### src/rtl/cvsd_dec_integrator.sv
module cvsd_dec_integrator #(
  parameter int W          = 16,
  parameter int STEP_W     = 16,
  parameter int BETA_NUM   = 219,
  parameter int BETA_SHIFT = 8,
  parameter int STEP_MIN   = 1409,
  parameter int STEP_INC   = 1409,
  parameter int STEP_MAX   = 8192
) (
  input  logic                clk,
  input  logic                rst_n,
  input  logic                bit_vld,
  input  logic                code_bit,
  output logic signed [W-1:0] sample,
  output logic                sample_vld
);
  localparam int PROD_W = STEP_W + BETA_SHIFT;
  localparam int RAW_W  = STEP_W + 1;
  localparam int SUM_W  = W + 2;
  localparam logic signed [SUM_W-1:0] POS_LIM = SUM_W'((2 ** (W - 1)) - 1);
  localparam logic signed [SUM_W-1:0] NEG_LIM = -SUM_W'(2 ** (W - 1));

  logic [STEP_W-1:0] step_q, step_d;
  logic [1:0]        hist;
  logic [1:0]        fill;
  logic              run;
  logic [PROD_W-1:0] prod;
  logic [RAW_W-1:0]  raw;
  logic signed [SUM_W-1:0] sum;
  logic signed [W-1:0]     sat;

  assign run  = (fill == 2'd2) && (hist[0] == code_bit) && (hist[1] == code_bit);
  assign prod = PROD_W'(step_q) * PROD_W'(BETA_NUM);
  assign raw  = RAW_W'(prod >> BETA_SHIFT) + (run ? RAW_W'(STEP_INC) : RAW_W'(0));

  always_comb begin
    if (raw > RAW_W'(STEP_MAX))      step_d = STEP_W'(STEP_MAX);
    else if (raw < RAW_W'(STEP_MIN)) step_d = STEP_W'(STEP_MIN);
    else                             step_d = STEP_W'(raw);
  end

  assign sum = code_bit ? SUM_W'(sample) + $signed({2'b00, step_d})
                        : SUM_W'(sample) - $signed({2'b00, step_d});

  always_comb begin
    if (sum > POS_LIM)      sat = W'(POS_LIM);
    else if (sum < NEG_LIM) sat = W'(NEG_LIM);
    else                    sat = W'(sum);
  end

  always_ff @(posedge clk or negedge rst_n) begin
    if (!rst_n) begin
      step_q     <= STEP_W'(STEP_MIN);
      hist       <= 2'b00;
      fill       <= 2'd0;
      sample     <= '0;
      sample_vld <= 1'b0;
    end else begin
      sample_vld <= bit_vld;
      if (bit_vld) begin
        step_q <= step_d;
        hist   <= {hist[0], code_bit};
        fill   <= (fill == 2'd2) ? 2'd2 : fill + 2'd1;
        sample <= sat;
      end
    end
  end
endmodule

### config.mk
export PLATFORM = sky130hd
export DESIGN_NAME = cvsd_dec_integrator
export DESIGN_NICKNAME = d
export VERILOG_FILES = /design/src/rtl/cvsd_dec_integrator.sv
export SDC_FILE = /design/constraint.sdc
export NUM_CORES = 1
export LEC_CHECK = 0
export BUFFER_PORTS_ARGS = -buffer_cell sky130_fd_sc_hd__buf_2
export CORE_MARGIN = 1
export CORE_UTILIZATION = 29
export DETAILED_ROUTE_END_ITERATION = 8
export GPL_ROUTABILITY_DRIVEN = 0
export MAX_ROUTING_LAYER = met4
export PLACE_DENSITY = 0.43
export SLEW_MARGIN = 20
export SYNTH_ARGS = -nofsm -noshare
export SYNTH_HDL_FRONTEND = slang
export SYNTH_SLANG_ARGS = --single-unit
### constraint.sdc
create_clock -name clk -period 10.31 [get_ports clk]
set_clock_uncertainty 0.1 [all_clocks]
set_input_delay 0.5155 -clock clk [delete_from_list [all_inputs] [get_ports clk]]
set_output_delay 0.5155 -clock clk [all_outputs]
set_load 0.01 [all_outputs]
## After elaboration in Yosys (flattened, before gate mapping)

Index checks and enable logic that the tools add are counted.

| word-level totals | value |
|---|---|
| bits in registers | 37 |
| bits of input ports | 4 |
| output and inout port bits | 17 |
| logic and storage cells | 26 |

| cells by class | value |
|---|---|
| mux-type cells | 7 |
| add/sub/neg operators | 4 |
| multipliers | 1 |
| magnitude comparators | 4 |
| equality and inequality tests | 3 |
| reductions and logical operators | 2 |

Operator list:

| operator | number |
|---|---|
| 16-bit two-way mux | 4 |
| 16-bit by 8-bit multiplier with 24-bit output (second input constant) | 1 |
| 16-bit by 17-bit adder with 18-bit output | 1 |
| 18-bit by 16-bit > comparator with 1-bit output (second input constant) | 1 |
| 18-bit by 16-bit < comparator with 1-bit output (second input constant) | 1 |
| 18-bit two-way mux | 1 |
| 16-bit by 17-bit subtractor with 18-bit output | 1 |
| 16-bit by 11-bit adder with 17-bit output | 1 |
| 17-bit by 14-bit > comparator with 1-bit output (second input constant) | 1 |
| 17-bit by 11-bit < comparator with 1-bit output (second input constant) | 1 |
| 11-bit two-way mux | 1 |
| 2-bit by 1-bit adder with 2-bit output (second input constant) | 1 |
| 1-bit equality test | 2 |
| 2-bit equality test (second input constant) | 1 |
| 1-bit logical AND | 2 |
| 2-bit two-way mux | 1 |

## Depth between registers and ports, before layout

Gate-level depths: netlist of run 1.

| depth | value |
|---|---|
| word-level depth | 13 |
| depth in mapped cells | 45 |
| depth with buffers taken out | 44 |

## Least setup slack after synthesis of run 1

OpenSTA, ideal clock, no wires.

| path | value |
|---|---|
| path kind | reg2reg |
| start point | reg step_q[6] |
| end point | reg sample[10] |
| required time | 10073 ps |
| library setup time | 137 ps |
| setup slack | -108 ps |
| cell stages (with the launch flop) | 43 |
| arrival time | 10181 ps |
| buffers on the path | 2 |
| cells stage by stage | dfrtp_1 > ha_1 > inv_1 > fa_1 > inv_1 > fa_1 > inv_1 > fa_1 > inv_1 > ha_1 > a21oi_2 > o21ai_1 > o31a_2 > or2_4 > a21oi_1 > o21bai_1 > xor2_1 > ha_1 > (+7 left out) > buf_4 > nand2_1 > ha_1 > o41a_1 > a41o_1 > a221o_1 > ha_1 > and2_1 > a22oi_1 > nand2_1 > o211a_1 > o31a_1 > or3_1 > a22oi_1 > a2111oi_0 > nor2b_1 > clkbuf_1 > a21oi_1 |

| on the way | value |
|---|---|
| cells in the longest elaborated chain, start to end | 10 |
| elaborated cells on any way between the ends | 13 |
| those cells by class | 3 x add/sub; 1 x mul; 4 x order compare; 5 x mux |

RTL lines:

| item | line | source |
|---|---|---|
| start: declaration | 23 | `logic [STEP_W-1:0] step_q, step_d;` |
| start signal: assignment | 53 | `step_q <= STEP_W'(STEP_MIN);` |
| start signal: assignment | 61 | `step_q <= step_d;` |
| 16-bit by 8-bit multiplier with 24-bit output (*) | 33 | `assign prod = PROD_W'(step_q) * PROD_W'(BETA_NUM);` |
| 16-bit by 11-bit adder with 17-bit output (*) | 34 | `assign raw = RAW_W'(prod >> BETA_SHIFT) + (run ? RAW_W'(STEP_INC) : RAW_W'(0));` |
| 17-bit by 11-bit < comparator with 1-bit output | 38 | `else if (raw < RAW_W'(STEP_MIN)) step_d = STEP_W'(STEP_MIN);` |
| 16-bit two-way mux | 38 |  |
| 16-bit two-way mux (*) | 37 | `if (raw > RAW_W'(STEP_MAX)) step_d = STEP_W'(STEP_MAX);` |
| 16-bit by 17-bit subtractor with 18-bit output or 16-bit by 17-bit adder with 18-bit output (tied branches) | 43, 42 |  |
| 18-bit two-way mux (*) | 42 | `assign sum = code_bit ? SUM_W'(sample) + $signed({2'b00, step_d})` |
| 18-bit by 16-bit < comparator with 1-bit output | 47 | `else if (sum < NEG_LIM) sat = W'(NEG_LIM);` |
| 16-bit two-way mux | 47 |  |
| 16-bit two-way mux (*) | 46 | `if (sum > POS_LIM) sat = W'(POS_LIM);` |
| end signal: assignment | 64 | `sample <= sat;` |
| end: declaration | 14 | `output logic signed [W-1:0] sample,` |

Mark *: on every way between the ends. The rest lies on a longest branch, timed or not.
A chain may end at the register's enable or synchronous reset.

## Worst setup path in the final report of run 1

| path | value |
|---|---|
| start point | reg step_q[6] |
| end point | reg sample[4] |

| on the way | value |
|---|---|
| cells in the longest elaborated chain, start to end | 10 |
| elaborated cells on any way between the ends | 13 |
| those cells by class | 3 x add/sub; 1 x mul; 4 x order compare; 5 x mux |

RTL lines:

| item | line |
|---|---|
| 16-bit by 8-bit multiplier with 24-bit output (*) | 33 |
| 16-bit by 11-bit adder with 17-bit output (*) | 34 |
| 17-bit by 11-bit < comparator with 1-bit output | 38 |
| 16-bit two-way mux | 38 |
| 16-bit two-way mux (*) | 37 |
| named net step_d[0] | 23 |
| 16-bit by 17-bit subtractor with 18-bit output or 16-bit by 17-bit adder with 18-bit output (tied branches) | 43, 42 |
| 18-bit two-way mux (*) | 42 |
| 18-bit by 16-bit < comparator with 1-bit output | 47 |
| 16-bit two-way mux | 47 |
| 16-bit two-way mux (*) | 46 |

Mark *: on every way through the listed nets, which the timed path passes. The rest lies on a longest branch.

==> flow_summary.yaml, run 1 <==
timing:
  setup_slack_ps: 408
  hold_viol_final: 0
  drv_slew: 0
  setup_viol: 0
  relSlewSlack: 0.343
  tightest_slew_ps: 985
  min_period_ps: 9900
  fmax_mhz: 101
  fin_crit_sh: 0.960
worst_setup_path:
  crit_top_cell: "inv_1"
  reg2reg_depth: 44
  r2r-start: "step_q[6]"
  rrSetupSlack_ps: 410
  crit_buf_inv: 8
  critical_path_class: "reg2reg"
  cp-start-kind: "flop"
  cp_slowest_cell: "fa_1"
  critPathTopFamily: "compound AO/OA/AOI/OAI gates"
  critPathArrivalTime_ps: 9980
  crit_path_max_fanout: 8
  worst_path_largest_cell_delay_ps: 540
  regToRegEndpoint: "sample[4]"
  required_ps: 10390
  critPathCaptureType: "flop"
finish:
  drive_gt1_frac: 0.181
  fin_nets: 934
  area_delta_synth_final_pct: 18.1
  diodes: 0
  instances_no_fill: 1078
  post-route-util: 0.352
yosys:
  synthFlopType: "dfrtp_1"
  syn_avg_cell_area_um2: 8.46
  synth_area_leader_cell: "fa_1"
  ys_warn_count: 0
  ys_top_cells_by_area: "fa_1 (16%), ha_1 (15%), dfrtp_1 (13%), inv_1 (7.6%), xnor2_1 (4.0%)"
  synth.net_count: 881
  synth_common_cells: "inv_1 (129), ha_1 (78), nand2_1 (52)"
  ys_seq_area_frac: 0.147
  ys_ff_latch: 37
  synth_area_mm2: 0.00633
  synth_cells: 749
  synth_most_common_cell: "inv_1"
  synth_top_cell_area_share: 0.158
  async_reset_ff_frac: 1.00
  synth_enable_flop_cells: 0
  yosysUniqueCellTypes: 89
place:
  hpwl_um: 13700
  place_inst: 1058
  io_buffers: 20
  place_ws_ps: -165
min_path:
  min_path_type: "in2async"
global_routing:
  grt_antenna_before_repair: 0
  grt_pass1_wl_um: 27700
  grt_start_max_net_pins: 51
  grt_use_total: 0.162
  grt_pass1_vias: 5341
  grt-ovfl-total: 0
route:
  routed_wl_um: 17200
  routed-via-count: 5296
  wire_per_inst_um: 16.0
  drt_pre_antenna_iters: 4
  drtIter0Drc: 277
  drc: 0
  routed_via_density: 4.91
  final_antenna_net_count: 0
floorplan:
  num_rows: 53
  die_w_um: 150
  fp.dieH_um: 150
  core_area_mm2: 0.0212
  die_area_mm2: 0.0224
  start_util: 0.299
  io_pins: 21
clock_tree:
  cts_hold_buf: 0
  cts_buffers: 5
  clk_path_buf_depth: 2
  clkTransAtPathRegs_ps: 70
  clock-sinks: 37
  htree_levels: 2
  cts-root-buf: "clkbuf_16"
  clock_latency_ps: 290
  cts_tree: "built"
status:
  status: "finished clean"
job:
  drv_cap: 0
stage by stage:
| stage | cell area, um^2 | hold slack (ps) | setup TNS [ps] |
|---|---|---|---|
| after floorplan | 6340 | 120 | 0 |
| after global placement | 6940 | 405 | -685 |
| after detailed placement | 6940 | 413 | -2220 |
| after CTS | 7130 | 315 | 0 |
| after global routing | 7480 | 343 | -709 |
| final | 7480 | 282 | 0 |
layout by cell type (no fill, tap or decap), drive strengths merged, types with 7 or more instances in the layout:
master  instances
nand3          28
nand2          52
xnor2          31
fa             50
buf            62
nand4           8
dfrtp          33
and4            7
xor2           12
or2             7
nor2           52
inv           129
or3            11
and2           12
nor3           17
nor2b           7
clkbuf          7
o21ai          30
a21oi          41
a21o           10
ha             78
a211oi         10
sequential cells by signal, indices dropped and copies added (netlist names):
signal / flops
hist: 2
sample: 16
step_q: 16
fill: 2
sample_vld: 1
kinds of logic (layout without fill, tap and decap cells):
group                    Yosys count  in the layout  synth area share
buffers and inverters            146            200            0.0911
flip-flops                        37             37             0.147
XOR/XNOR                          43             43            0.0630
multiplexers                       8              8            0.0136
adder cells (fa/ha/maj)          128            128             0.312
AND/OR/NAND/NOR                  219            219             0.179
AO/OA/AOI/OAI                    168            168             0.195
routing by layer:
layer / track usage / up-vias / part of all wire
met4: 0.0222 / 0 / 0.0093
met2: 0.264 / 77 / 0.48
li1: - / 2703 / -
met5: - / - / 0
met1: 0.219 / 2499 / 0.48
met3: 0.0180 / 17 / 0.028
cell type report:
class / instances / area, um^2
clock buffers: 6 / 129
clock inverters: 2 / 38.8
fillers: 2219 / 13700
inverters: 129 / 484
multi-input cells: 566 / 5090
flip-flops and latches: 37 / 932
well taps: 275 / 344
repair buffers: 63 / 460
how the worst max path moves through the flow:
| stage | startpoint | end | depth (start not counted) |
|---|---|---|---|
| 2_1_floorplan | step_q[6] | sample[10] | 42 |
| 3_3_place_gp | step_q[2] | sample[14] | 45 |
| 3_5_place_dp | step_q[2] | sample[4] | 45 |
| 4_1_cts | step_q[5] | sample[4] | 45 |
| 5_1_grt | step_q[6] | sample[5] | 47 |
| 6_report | step_q[6] | sample[4] | 44 |
timing repair:
item                                    4_1_cts  5_1_grt
gates resized for setup                       5       51
hold endpoints to repair                      0        0
buffers inserted                              0       10
endpoints found under the setup margin       15       16
gates cloned                                  0        2
pin swaps                                     0       21
Power of run 1 is left out: the tool's default activity adds up to more than one toggle a clock period on the data nets, which glitch-free logic cannot reach.
==> run 2: changes to the inputs <==
--- a/config.mk
+++ b/config.mk
@@ -12,3 +12,2 @@
 export GPL_ROUTABILITY_DRIVEN = 0
-export MAX_ROUTING_LAYER = met4
 export PLACE_DENSITY = 0.43
==> constraint.sdc (replaced) <==
create_clock -name clk -period 10.31 [get_ports clk]
set_clock_uncertainty 0.1 [all_clocks]
set_input_delay 2.062 -clock clk [delete_from_list [all_inputs] [get_ports clk]]
set_output_delay 2.062 -clock clk [all_outputs]
set_load 0.01 [all_outputs]
==> run 2 against run 1 <==
Critical path depth is 1 higher; non-clock buffer count rose by 1; final area increased by 0.38%; routed wire length up 0.75%.
==> flow_summary.yaml, run 2 (synthesis results as in run 1) <==
status:
  status: "finished clean"
global_routing:
  grt_pass1_wl_um: 28400
  grt_pass1_vias: 5589
  grt-ovfl-total: 0
  grtUsageMet3: 0.0207
  grt_util_met2: 0.267
  use_met1: 0.218
  grt_antenna_before_repair: 0
  grt-busiest-layer: "met2"
  grt_use_total: 0.161
  grt_start_max_net_pins: 51
clock_tree:
  htree_levels: 2
  clk_path_buf_depth: 2
  cts_buffers: 5
  cts_hold_buf: 0
  clkTransAtPathRegs_ps: 70
  cts_tree: "built"
  clock-sinks: 37
  cts-root-buf: "clkbuf_16"
  clock_latency_ps: 300
route:
  wire_per_inst_um: 16.1
  drc: 0
  final_antenna_net_count: 0
  routed_wl_um: 17400
  drtIter0Drc: 243
  drt_pre_antenna_iters: 5
  routed_via_density: 5.07
  routed-via-count: 5469
place:
  hpwl_um: 13800
  place_inst: 1060
  io_buffers: 20
worst_setup_path:
  critical_path_class: "reg2reg"
  reg2reg_depth: 45
  regToRegEndpoint: "sample[5]"
  critPathArrivalTime_ps: 10070
  worst_path_largest_cell_delay_ps: 540
  crit_top_cell: "inv_1"
  cp-start-kind: "flop"
  r2r-start: "step_q[6]"
  cp_slowest_cell: "fa_1"
  rrSetupSlack_ps: 320
  crit_path_max_fanout: 8
  critPathCaptureType: "flop"
  required_ps: 10390
finish:
  layout_commonest_cell: "inv_1"
  layout_common_cells: "inv_1 (128), ha_1 (69), nand2_1 (51), nor2_1 (51), fa_1 (49)"
  area_delta_synth_final_pct: 18.5
  drive_gt1_frac: 0.189
  reg_top3: "sample x16, step_q x16"
  diodes: 0
  instances_no_fill: 1079
  fin_nets: 935
timing:
  tightest_slew_ps: 1000
  fin_crit_sh: 0.969
  relSlewSlack: 0.331
  min_period_ps: 9990
  drv_slew: 0
  fmax_mhz: 100
  finalSetupTns_ps: 0
  setup_viol: 0
  hold_viol_final: 0
floorplan:
  fp.dieH_um: 150
  start_util: 0.299
  die_w_um: 150
  num_rows: 53
  die_area_mm2: 0.0224
  core_area_mm2: 0.0212
  io_pins: 21
min_path:
  min_from: "hist[1]"
  min_to: "hist[1]"
  hold_path_depth: 1
  min_path_type: "reg2reg"
job:
  drv_cap: 0
==> run 2: per-stage QoR <==
stage          setup slack (ps)  hold slack, ps  utilization  area [um^2]
3_5_place_dp              -83.1             421        0.328         6950
6_report                    322             437        0.354         7510
2_1_floorplan              32.6             392            -         6340
3_3_place_gp              -63.2             406        0.328         6950
5_1_grt                   -80.8             452        0.354         7510
4_1_cts                    12.4             436        0.335         7110
==> run 2: layout make-up <==
cell class,instances,area [um^2]
clock buffers,6,129
clock inverters,2,15.0
fillers,2251,13700
inverters,129,484
multi-input cells,566,5150
flip-flops and latches,37,932
well taps,275,344
repair buffers,64,450
==> run 2: worst max path at each step <==
stage               startpoint    endpoint  depth (start not counted)
CTS                  step_q[2]   sample[5]                         45
global placement     step_q[2]  sample[14]                         45
global route         step_q[6]   sample[5]                         45
detailed placement   step_q[6]  sample[14]                         46
floorplan            step_q[6]  sample[10]                         42
finish               step_q[6]   sample[5]                         45
==> run 2: timing repair <==
item	in CTS	in global routing
buffers inserted	0	10
cloned	0	1
gates resized for setup	4	60
endpoints found under the setup margin	15	16
pin swaps	0	21
==> run 2: worst max-delay path, delay by kind of cell (launching register included) <==
family	cells	cell delay, ps
and+or+nand+nor	9	1590
DFF	1	430
AOI/OAI and AO/OA	17	3430
adders and majority gates	8	2940
buffers and inverters	9	990
xor gates and xnor gates	2	390
==> run 2: routing by layer <==
metal,routed length (um),up-vias
li1,-,2717
met1,8470,2646
met2,8170,89
met3,414,17
met4,309,0
met5,0,-
Power of run 2 is left out for the same reason.
==> run 3: changes to the inputs <==
==> constraint.sdc (replaced) <==
create_clock -name clk -period 10.31 [get_ports clk]
set_clock_uncertainty 0.1 [all_clocks]
set_input_delay 1.5465 -clock clk [delete_from_list [all_inputs] [get_ports clk]]
set_output_delay 1.5465 -clock clk [all_outputs]
set_load 0.01 [all_outputs]
==> run 3 against run 2 <==
Hold slack got worse by 2.4 ps; highest routed layer unchanged; die area unchanged; count of clock-buffer cells in the layout unchanged; sequential share of layout area increased by 0.064 points; maximum frequency increased by 0.81%; first-iteration DRC count decreased by 14%.
==> flow_summary.yaml, run 3 (synthesis results as in run 1) <==
finish:
  reg_top3: "sample x16, step_q x16"
  drive_gt1_frac: 0.181
  fin_nets: 936
  finalInstanceArea_mm2: 0.00747
  diodes: 0
  register_area_um2: 932
  fill_cells: 2246
  area_delta_synth_final_pct: 17.9
  multiInputGateArea_mm2: 0.00507
  layout_commonest_cell: "inv_1"
  layout_common_cells: "inv_1 (128), ha_1 (70), nand2_1 (51), nor2_1 (51), fa_1 (49)"
timing:
  relSlewSlack: 0.336
  min_period_ps: 9910
  drv_slew: 0
  finalSetupTns_ps: 0
  hold_viol_final: 0
  fin_crit_sh: 0.961
  fmax_mhz: 101
  tightest_slew_ps: 996
  setup_viol: 0
worst_setup_path:
  crit_top_cell: "inv_1"
  critical_path_class: "reg2reg"
  critPathTopFamily: "adder cells"
  crit_path_max_fanout: 8
  critPathCaptureType: "flop"
  cp-start-kind: "flop"
  cp_slowest_cell: "or4b_4"
  required_ps: 10390
  critPathArrivalTime_ps: 9990
  worst_path_largest_cell_delay_ps: 600
  crit_buf_inv: 8
place:
  io_buffers: 20
  placed_area_mm2: 0.00695
  hpwl_um: 13900
clock_tree:
  clk_path_buf_depth: 2
  cts-root-buf: "clkbuf_16"
  clock_latency_ps: 290
  cts_buffers: 5
  clkTransAtPathRegs_ps: 60
  clock-sinks: 37
  cts_tree: "built"
  htree_levels: 2
  cts_hold_buf: 0
global_routing:
  grt_use_total: 0.158
  grt_pass1_wl_um: 27700
  grt_pass1_vias: 5423
  grt_antenna_before_repair: 0
  grt_start_max_net_pins: 51
  grt-ovfl-total: 0
floorplan:
  fp.dieH_um: 150
  start_util: 0.299
  core_area_mm2: 0.0212
  num_rows: 53
  io_pins: 21
  die_area_mm2: 0.0224
  die_w_um: 150
route:
  drt_pre_antenna_iters: 5
  routed_wl_um: 17400
  routed_via_density: 5.02
  wire_per_inst_um: 16.1
  drtIter0Drc: 210
  drc: 0
  routed-via-count: 5426
  final_antenna_net_count: 0
job:
  drv_cap: 0
min_path:
  min_path_type: "reg2reg"
status:
  status: "finished clean"
-- run 3: cell count changes in the layout (fill, tap and decap cells not counted), sizes merged --
cell	change
bufinv	+1
clkinvlp	-2
clkinv	+1
clkbuf	+1
-- run 3: routing by layer --
metal	GRT usage	vias to the layer above	wire (um)	part of all wire
met4	0.0444	0	348	0.020
met2	0.261	68	8280	0.48
met5	0	-	0	0
met3	0.0186	21	441	0.025
met1	0.215	2626	8330	0.48
li1	-	2711	-	-
-- run 3: worst paths after layout --
kind / from / slack [ps] / depth (start not counted) / to
min in group asynchronous: rst_n / 1320 / 1 / sample[2]
setup / recovery: step_q[6] / 400 / 44 / sample[0]
hold / removal: hist[1] / 430 / 1 / hist[1]
hold reg to reg: hist[1] / 430 / 1 / hist[1]
setup reg to reg: step_q[6] / 400 / 44 / sample[0]
max in group asynchronous: rst_n / 8110 / 1 / step_q[2]
-- run 3: worst register-to-register path: cells and delay by family (launching register included) --
kind	cells	cell delay (ps)
and+or+nand+nor	12	2640
buffers and inverters	8	760
xor gates and xnor gates	1	150
DFF	1	410
AOI/OAI and AO/OA	15	2760
adders and majority gates	8	3010
-- run 3: repair_timing --
item | CTS | global route
buffers inserted | 0 | 11
hold endpoints to repair | 0 | 0
setup endpoints to repair | 15 | 16
pin swaps | 0 | 20
resized for setup | 3 | 51
gates cloned | 0 | 2
-- run 3: metrics by stage --
step	cells	utilization	worst slack [ps]	hold slack [ps]
finish	1080	0.352	403	435
floorplan	749	-	32.6	392
detailed placement	1059	0.327	-112	427
global route	1080	0.352	-79.1	474
CTS	1067	0.336	17.9	442
global placement	1059	0.327	-58.1	406
-- run 3: cell type report --
type | count | area share
flip-flops and latches | 37 | 0.125
repair buffers | 65 | 0.0637
inverters | 129 | 0.0648
multi-input cells | 566 | 0.678
clock inverters | 2 | 0.00519
clock buffers | 6 | 0.0173
well taps | 275 | 0.0461
Power of run 3 is left out for the same reason.
